$ cat config.mk
export PLATFORM = sky130hd
export DESIGN_NAME = flag_offset_loader
export DESIGN_NICKNAME = d
export VERILOG_FILES = /design/src/rtl/flo_pkg.sv /design/src/rtl/flo_defaults.sv /design/src/rtl/flo_par_loader.sv /design/src/rtl/flo_ser_loader.sv /design/src/rtl/flo_readback.sv /design/src/rtl/flag_offset_loader.sv
export SDC_FILE = /design/constraint.sdc
export NUM_CORES = 1
export LEC_CHECK = 0
export ABC_AREA = 1
export BUFFER_PORTS_ARGS = -buffer_cell sky130_fd_sc_hd__buf_2
export CORE_MARGIN = 10
export CORE_UTILIZATION = 40
export CTS_BUF_LIST = sky130_fd_sc_hd__clkbuf_8
export DETAILED_ROUTE_END_ITERATION = 16
export GPL_TIMING_DRIVEN = 0
export SLEW_MARGIN = 20
export SYNTH_ARGS = -nofsm -noshare
export SYNTH_HDL_FRONTEND = slang
export SYNTH_SLANG_ARGS = --single-unit
$ cat constraint.sdc
create_clock -name clk -period 1.7 [get_ports clk]
set_input_delay 0.085 -clock clk [delete_from_list [all_inputs] [get_ports clk]]
set_output_delay 0.085 -clock clk [all_outputs]
set_load 0.01 [all_outputs]
$ cat src/rtl/flo_pkg.sv
package flo_pkg;

   typedef enum logic {
      LOAD_PAR = 1'b0,
      LOAD_SER = 1'b1
   } load_mode_e;

   // largest default table entry is always (DFLT_BASE >> rank) - 1
   localparam int DFLT_BASE = 1024;

   // rank of a strap key in the default table; code 100 moves with the variant
   function automatic int unsigned key_rank(input logic [2:0] key,
                                            input int unsigned top_rank);
      int unsigned r;
      case (key)
         3'b100:  r = top_rank;
         3'b010:  r = 1;
         3'b001:  r = 2;
         3'b000:  r = 3;
         3'b011:  r = 4;
         3'b110:  r = 6;
         3'b101:  r = 7;
         default: r = 8;
      endcase
      return r;
   endfunction

endpackage

$ cat src/rtl/flo_defaults.sv
module flo_defaults #(
   parameter int DEPTH = 1024,
   localparam int W = $clog2(DEPTH)
) (
   input  logic         ld_strap,
   input  logic [1:0]   fsel,
   output logic [W-1:0] dflt
);
   import flo_pkg::*;

   int unsigned rank;
   int unsigned top_rank;

   generate
      if (DEPTH > DFLT_BASE) begin : g_deep
         // deep variant: code 100 picks the largest default
         assign top_rank = 0;
      end else begin : g_shallow
         assign top_rank = 5;
      end
   endgenerate

   always_comb begin
      rank = key_rank({ld_strap, fsel}, top_rank);
      dflt = W'((DFLT_BASE >> rank) - 1);
   end

endmodule

$ cat src/rtl/flo_par_loader.sv
module flo_par_loader (
   input  logic clk,
   input  logic mrst,
   input  logic en,
   output logic we_empty,
   output logic we_full
);
   logic to_full;

   always_ff @(posedge clk) begin
      if (mrst)    to_full <= 1'b0;
      else if (en) to_full <= ~to_full;
   end

   assign we_empty = en & ~to_full;
   assign we_full  = en &  to_full;

   // target alternates on every accepted strobe
   a_r3_alternate: assert property (@(posedge clk) disable iff (mrst)
      we_empty |=> !we_empty);

endmodule

$ cat src/rtl/flo_ser_loader.sv
module flo_ser_loader #(
   parameter int W = 10,
   localparam int FRAME = 2 * W,
   localparam int CW = $clog2(FRAME)
) (
   input  logic           clk,
   input  logic           mrst,
   input  logic           en,
   input  logic           bit_in,
   output logic           done,
   output logic [FRAME-1:0] frame
);
   logic [FRAME-1:0] shreg;
   logic [CW-1:0]    cnt;
   logic             last;

   assign last  = (cnt == CW'(FRAME - 1));
   assign done  = en & last;
   // right shift: first bit ends in bit 0, giving LSB-first, empty-first fields
   assign frame = {bit_in, shreg[FRAME-1:1]};

   always_ff @(posedge clk) begin
      if (mrst) begin
         cnt   <= '0;
         shreg <= '0;
      end else if (en) begin
         shreg <= frame;
         cnt   <= last ? '0 : cnt + 1'b1;
      end
   end

   // bit counter never exceeds a frame
   a_r4_count_range: assert property (@(posedge clk) disable iff (mrst)
      en |=> (cnt <= CW'(FRAME - 1)));

endmodule

$ cat src/rtl/flo_readback.sv
module flo_readback #(
   parameter int W = 10
) (
   input  logic         clk,
   input  logic         mrst,
   input  logic         rd_en,
   input  logic [W-1:0] empty_off,
   input  logic [W-1:0] full_off,
   output logic [W-1:0] rd_data
);
   logic rptr;

   always_ff @(posedge clk) begin
      if (mrst) begin
         rptr    <= 1'b0;
         rd_data <= '0;
      end else if (rd_en) begin
         rptr    <= ~rptr;
         rd_data <= rptr ? full_off : empty_off;
      end
   end

   // pointer advances per strobe, output holds otherwise
   a_r5_ptr_step: assert property (@(posedge clk) disable iff (mrst)
      rd_en |=> (rptr != $past(rptr)));
   a_r5_hold: assert property (@(posedge clk) disable iff (mrst)
      !rd_en |=> $stable(rd_data));

endmodule

$ cat src/rtl/flag_offset_loader.sv
module flag_offset_loader #(
   parameter int DEPTH = 1024,
   localparam int W = $clog2(DEPTH)
) (
   input  logic         clk,
   input  logic         mrst,
   input  logic         ld_strap,
   input  logic [1:0]   fsel,
   input  logic         wr_en,
   input  logic [W-1:0] wr_data,
   input  logic         ser_in,
   input  logic         rd_en,
   output logic [W-1:0] rd_data,
   output logic [W-1:0] empty_off,
   output logic [W-1:0] full_off
);
   import flo_pkg::*;

   generate
      if ((DEPTH & (DEPTH - 1)) != 0) begin : g_bad_pow2
         $error("DEPTH must be a power of two");
      end
      if (DEPTH < DFLT_BASE) begin : g_bad_small
         $error("DEPTH must be at least 1024 to hold the defaults");
      end
   endgenerate

   load_mode_e   mode_q;
   logic [W-1:0] empty_q, full_q, dflt;
   logic         par_en, ser_en, we_empty, we_full, ser_done;
   logic [2*W-1:0] ser_frame;

   assign par_en = wr_en & ~mrst & (mode_q == LOAD_PAR);
   assign ser_en = wr_en & ~mrst & (mode_q == LOAD_SER);

   flo_defaults #(.DEPTH(DEPTH)) u_dflt (
      .ld_strap (ld_strap),
      .fsel     (fsel),
      .dflt     (dflt)
   );

   flo_par_loader u_par (
      .clk      (clk),
      .mrst     (mrst),
      .en       (par_en),
      .we_empty (we_empty),
      .we_full  (we_full)
   );

   flo_ser_loader #(.W(W)) u_ser (
      .clk    (clk),
      .mrst   (mrst),
      .en     (ser_en),
      .bit_in (ser_in),
      .done   (ser_done),
      .frame  (ser_frame)
   );

   always_ff @(posedge clk) begin
      if (mrst) begin
         mode_q  <= load_mode_e'(ld_strap);
         empty_q <= dflt;
         full_q  <= dflt;
      end else if (ser_done) begin
         empty_q <= ser_frame[W-1:0];
         full_q  <= ser_frame[2*W-1:W];
      end else begin
         if (we_empty) empty_q <= wr_data;
         if (we_full)  full_q  <= wr_data;
      end
   end

   flo_readback #(.W(W)) u_rb (
      .clk       (clk),
      .mrst      (mrst),
      .rd_en     (rd_en),
      .empty_off (empty_q),
      .full_off  (full_q),
      .rd_data   (rd_data)
   );

   assign empty_off = empty_q;
   assign full_off  = full_q;

   // both offsets leave reset equal
   a_r1_same_default: assert property (@(posedge clk) disable iff (mrst)
      $fell(mrst) |-> (empty_q == full_q));
   // method fixed between resets
   a_r2_mode_held: assert property (@(posedge clk) disable iff (mrst)
      !mrst |=> $stable(mode_q));
   // partial serial frame leaves offsets alone
   a_r4_hold_partial: assert property (@(posedge clk) disable iff (mrst)
      (mode_q == LOAD_SER && !ser_done) |=> ($stable(empty_q) && $stable(full_q)));
   // parallel write to empty leaves full alone
   a_r3_par_empty: assert property (@(posedge clk) disable iff (mrst)
      (mode_q == LOAD_PAR && we_empty) |=> (empty_q == $past(wr_data) && $stable(full_q)));

endmodule

==> impl_metrics.json <==
{
  "cts_sinks": 57,
  "n_antenna_cell": 0,
  "crit_fanout": 10,
  "ys_seq_area_share_pct": 54.2,
  "crit_path_end_kind": "flip-flop",
  "max_freq_mhz": 660,
  "p_int_mw": 2.32,
  "max-slew-margin-rel_pct": 62.9,
  "worst_slew_pin_slew_ns": 0.557,
  "power_switching_uw": 763,
  "synth_largest_area_cell": "dfxtp_1",
  "hold_class": "in2reg",
  "placed_cell_area_um2": 2820,
  "layout-drive-gt1-share_pct": 25.9,
  "cts_tree": "built",
  "leakage_nw": 1.47,
  "fp.dieW_um": 98.9,
  "dp_hpwl_um": 4680,
  "final_cell_count_no_fill": 434,
  "rr_endpoint": "empty_off[3]",
  "core_area_um2": 5990,
  "peakVddDrop_mv": 0.412,
  "hold_path_end": "u_rb.rptr",
  "syn_area_per_cell_um2": 8.59,
  "area_growth_pct": 25.0,
  "power_density_nw_per_um2": 990,
  "r2r_cells": 9,
  "hold_viol": 0,
  "vias_per_cell": 4.88,
  "synth_cell_type_count": 27,
  "numPortBuffers": 47,
  "grt_max_degree": 11,
  "fin_skew_ns": 0.00751,
  "route.top_layer_used": "met4",
  "antenna_found_initial": 0,
  "r2r_start": "u_ser.cnt[0]",
  "clkLatencyLatePin_ns": 0.33,
  "gp_congestion": 0.817,
  "power_frac_seq_pct": 49.5,
  "ff2ff_setup_slack_ns": 0.18,
  "grt_pass1_wl_um": 9910,
  "setup_violations": 0,
  "synth_nets": 309,
  "wl_per_cell_um": 14.0,
  "switching_share_pct": 24.8,
  "wl_met3_um": 338,
  "synthTopCellsByArea": "dfxtp_1 29%, edfxtp_1 25%, nand2_1 13%",
  "grt-ovfl-total": 0,
  "clkTransAtPathRegs_ns": 0.07,
  "cts_buffers": 9,
  "clk_path_buf_depth": 2,
  "stdcell_area_um2": 3110,
  "tns_ns": 0,
  "drt-initial-drc-count": 76,
  "pin_count": 48,
  "start_util_pct": 41.6,
  "timing.final.crit_share_pct": 89.2,
  "synth_seq_cells": 57,
  "htree_levels": 3,
  "fin_nets": 373,
  "dpl.cell_count": 412,
  "outcome": "completed",
  "synth-warning-count": 0,
  "synth.top_cell.area_share_pct": 28.9,
  "dr.pass1.iters": 4,
  "startpoint_type": "flip-flop",
  "num_vias": 2120,
  "pre_cts_slack_ns": -0.296,
  "drt-met1-wl_um": 2590,
  "max_cap_viol_count": 0,
  "wl_um": 6080,
  "cp.required_ns": 1.76,
  "critical_path_arrival_ns": 1.58,
  "ant_nets": 0,
  "setup.worst_path.class": "reg2reg",
  "power_mw": 3.08,
  "clock_power_share_pct": 39.9,
  "rsz0062_at_grt": "false",
  "die_h_um": 98.9,
  "root_buffer": "clkbuf_8",
  "num_rows": 28,
  "finalCriticalPeriod_ns": 1.52,
  "hp-start": "rd_en",
  "hold_depth": 3,
  "maxSlewViolCount": 0,
  "drt_drc_violations_left": 0,
  "fin_ws_ns": 0.184,
  "power_frac_comb_pct": 10.6,
  "netlist_area_um2": 2490,
  "track_usage_pct": 12.5,
  "die_area_um2": 9780,
  "grt_pass1_vias": 2100,
  "synthCells": 290,
  "wl_met2_um": 2940
}
Yosys cell counts:
master    number
a21oi_1        4
buf_6          3
nand2_2        1
nor2_8         1
nand3_2        6
nand3_4        1
buf_2          7
buf_4          1
o211ai_1      10
o21ai_0        8
inv_1         20
edfxtp_1      21
inv_4          2
nand3b_1       1
nand4_1        1
xor2_1         1
ha_1           1
nor2_1         9
o21ai_1        1
xnor2_1        1
or2_2          1
dfxtp_1       36
nand3_1       59
clkinv_1       1
nand2_1       89
buf_1          2
clkbuf_1       2
placed cells by master (no fill, tap or decap), drive strengths merged:
cell type	instances
ha	1
nand4	1
clkinv	5
dlygate4sd3	3
buf	63
clkbuf	12
a21oi	4
edfxtp	21
nand3b	1
nand2	90
nor2	10
clkinvlp	1
dfxtp	36
o211ai	10
xnor2	1
nand3	66
bufinv	1
or2	1
o21ai	9
inv	22
xor2	1
metrics by stage:
| step | utilization, % | hold WS (ns) |
|---|---|---|
| 4_1_cts | 51.0 | 0.0319 |
| 6_report | 52.0 | 0.0445 |
| 2_1_floorplan | - | 0.184 |
| 5_1_grt | 52.0 | 0.0530 |
| 3_3_place_gp | 47.1 | 0.282 |
| 3_5_place_dp | 47.1 | 0.282 |
flip-flops by register name, indices dropped and copies added, names as in the netlist:
name           count
full_off          10
mode_q             1
empty_off         10
u_par.to_full      1
u_ser.shreg       19
u_ser.cnt          5
u_rb.rptr          1
u_rb.rd_data      10
cell families after synthesis:
kind of cell	after synthesis	share of synthesized area (%)
fa+ha+maj	1	0.502
xor+xnor	2	0.703
compound gates	23	5.63
simple gates	169	31.6
buf+inv	38	7.33
flops	57	54.2
power groups by stage:
stage | sequential, mW | combinational, mW | clock [mW]
CTS | 1.53 | 0.324 | 1.26
floorplan | 1.58 | 0.160 | 0
global placement | 1.55 | 0.311 | 0
detailed placement | 1.56 | 0.316 | 0
finish | 1.53 | 0.326 | 1.23
global route | 1.53 | 0.363 | 1.32
final cells by class:
class,instances,area [µm²]
clock inverter,6,57.6
timing repair buffer,53,300
tap,75,93.8
clock buffer,10,138
inverter,23,91.3
sequential,57,1350
buffer,15,91.3
multi-input combinational,195,990
fill,555,2880
repair_timing:
| item | in CTS | in global routing |
|---|---|---|
| pin swaps | 0 | 1 |
| setup endpoints to repair | 20 | 20 |
| gates resized for setup | 3 | 4 |
| endpoints found under the hold margin | 3 | 0 |
| hold buffers | 3 | 0 |
| buffers inserted | 0 | 3 |
| gates cloned | 0 | 0 |
per-layer routing:
metal	vias up	global-route usage [%]
met5	-	0
met4	0	9.26
met3	16	3.35
met2	58	20.1
met1	951	13.9
li1	1095	-
worst max path at each step:
stage	from	endpoint	slack (ns)	cells past startpoint
2_1_floorplan	u_ser.cnt[0]	empty_off[0]	-0.006	7
3_3_place_gp	u_ser.cnt[0]	empty_off[0]	-0.29	7
3_5_place_dp	u_ser.cnt[0]	full_off[0]	-0.30	7
4_1_cts	u_ser.cnt[0]	full_off[4]	-0.003	7
5_1_grt	u_ser.cnt[0]	empty_off[4]	0.05	9
6_report	u_ser.cnt[0]	empty_off[3]	0.18	9
worst max-delay path: stages, from the launching register on:
cell     delay, ns
dfxtp_1       0.34
ha_1          0.22
nand2_1       0.09
inv_1         0.05
nand2_2       0.10
nor2_8        0.06
buf_12        0.13
buf_6         0.13
nand2_1       0.06
nand3_1       0.08
(Power assumes the default switching activity.)
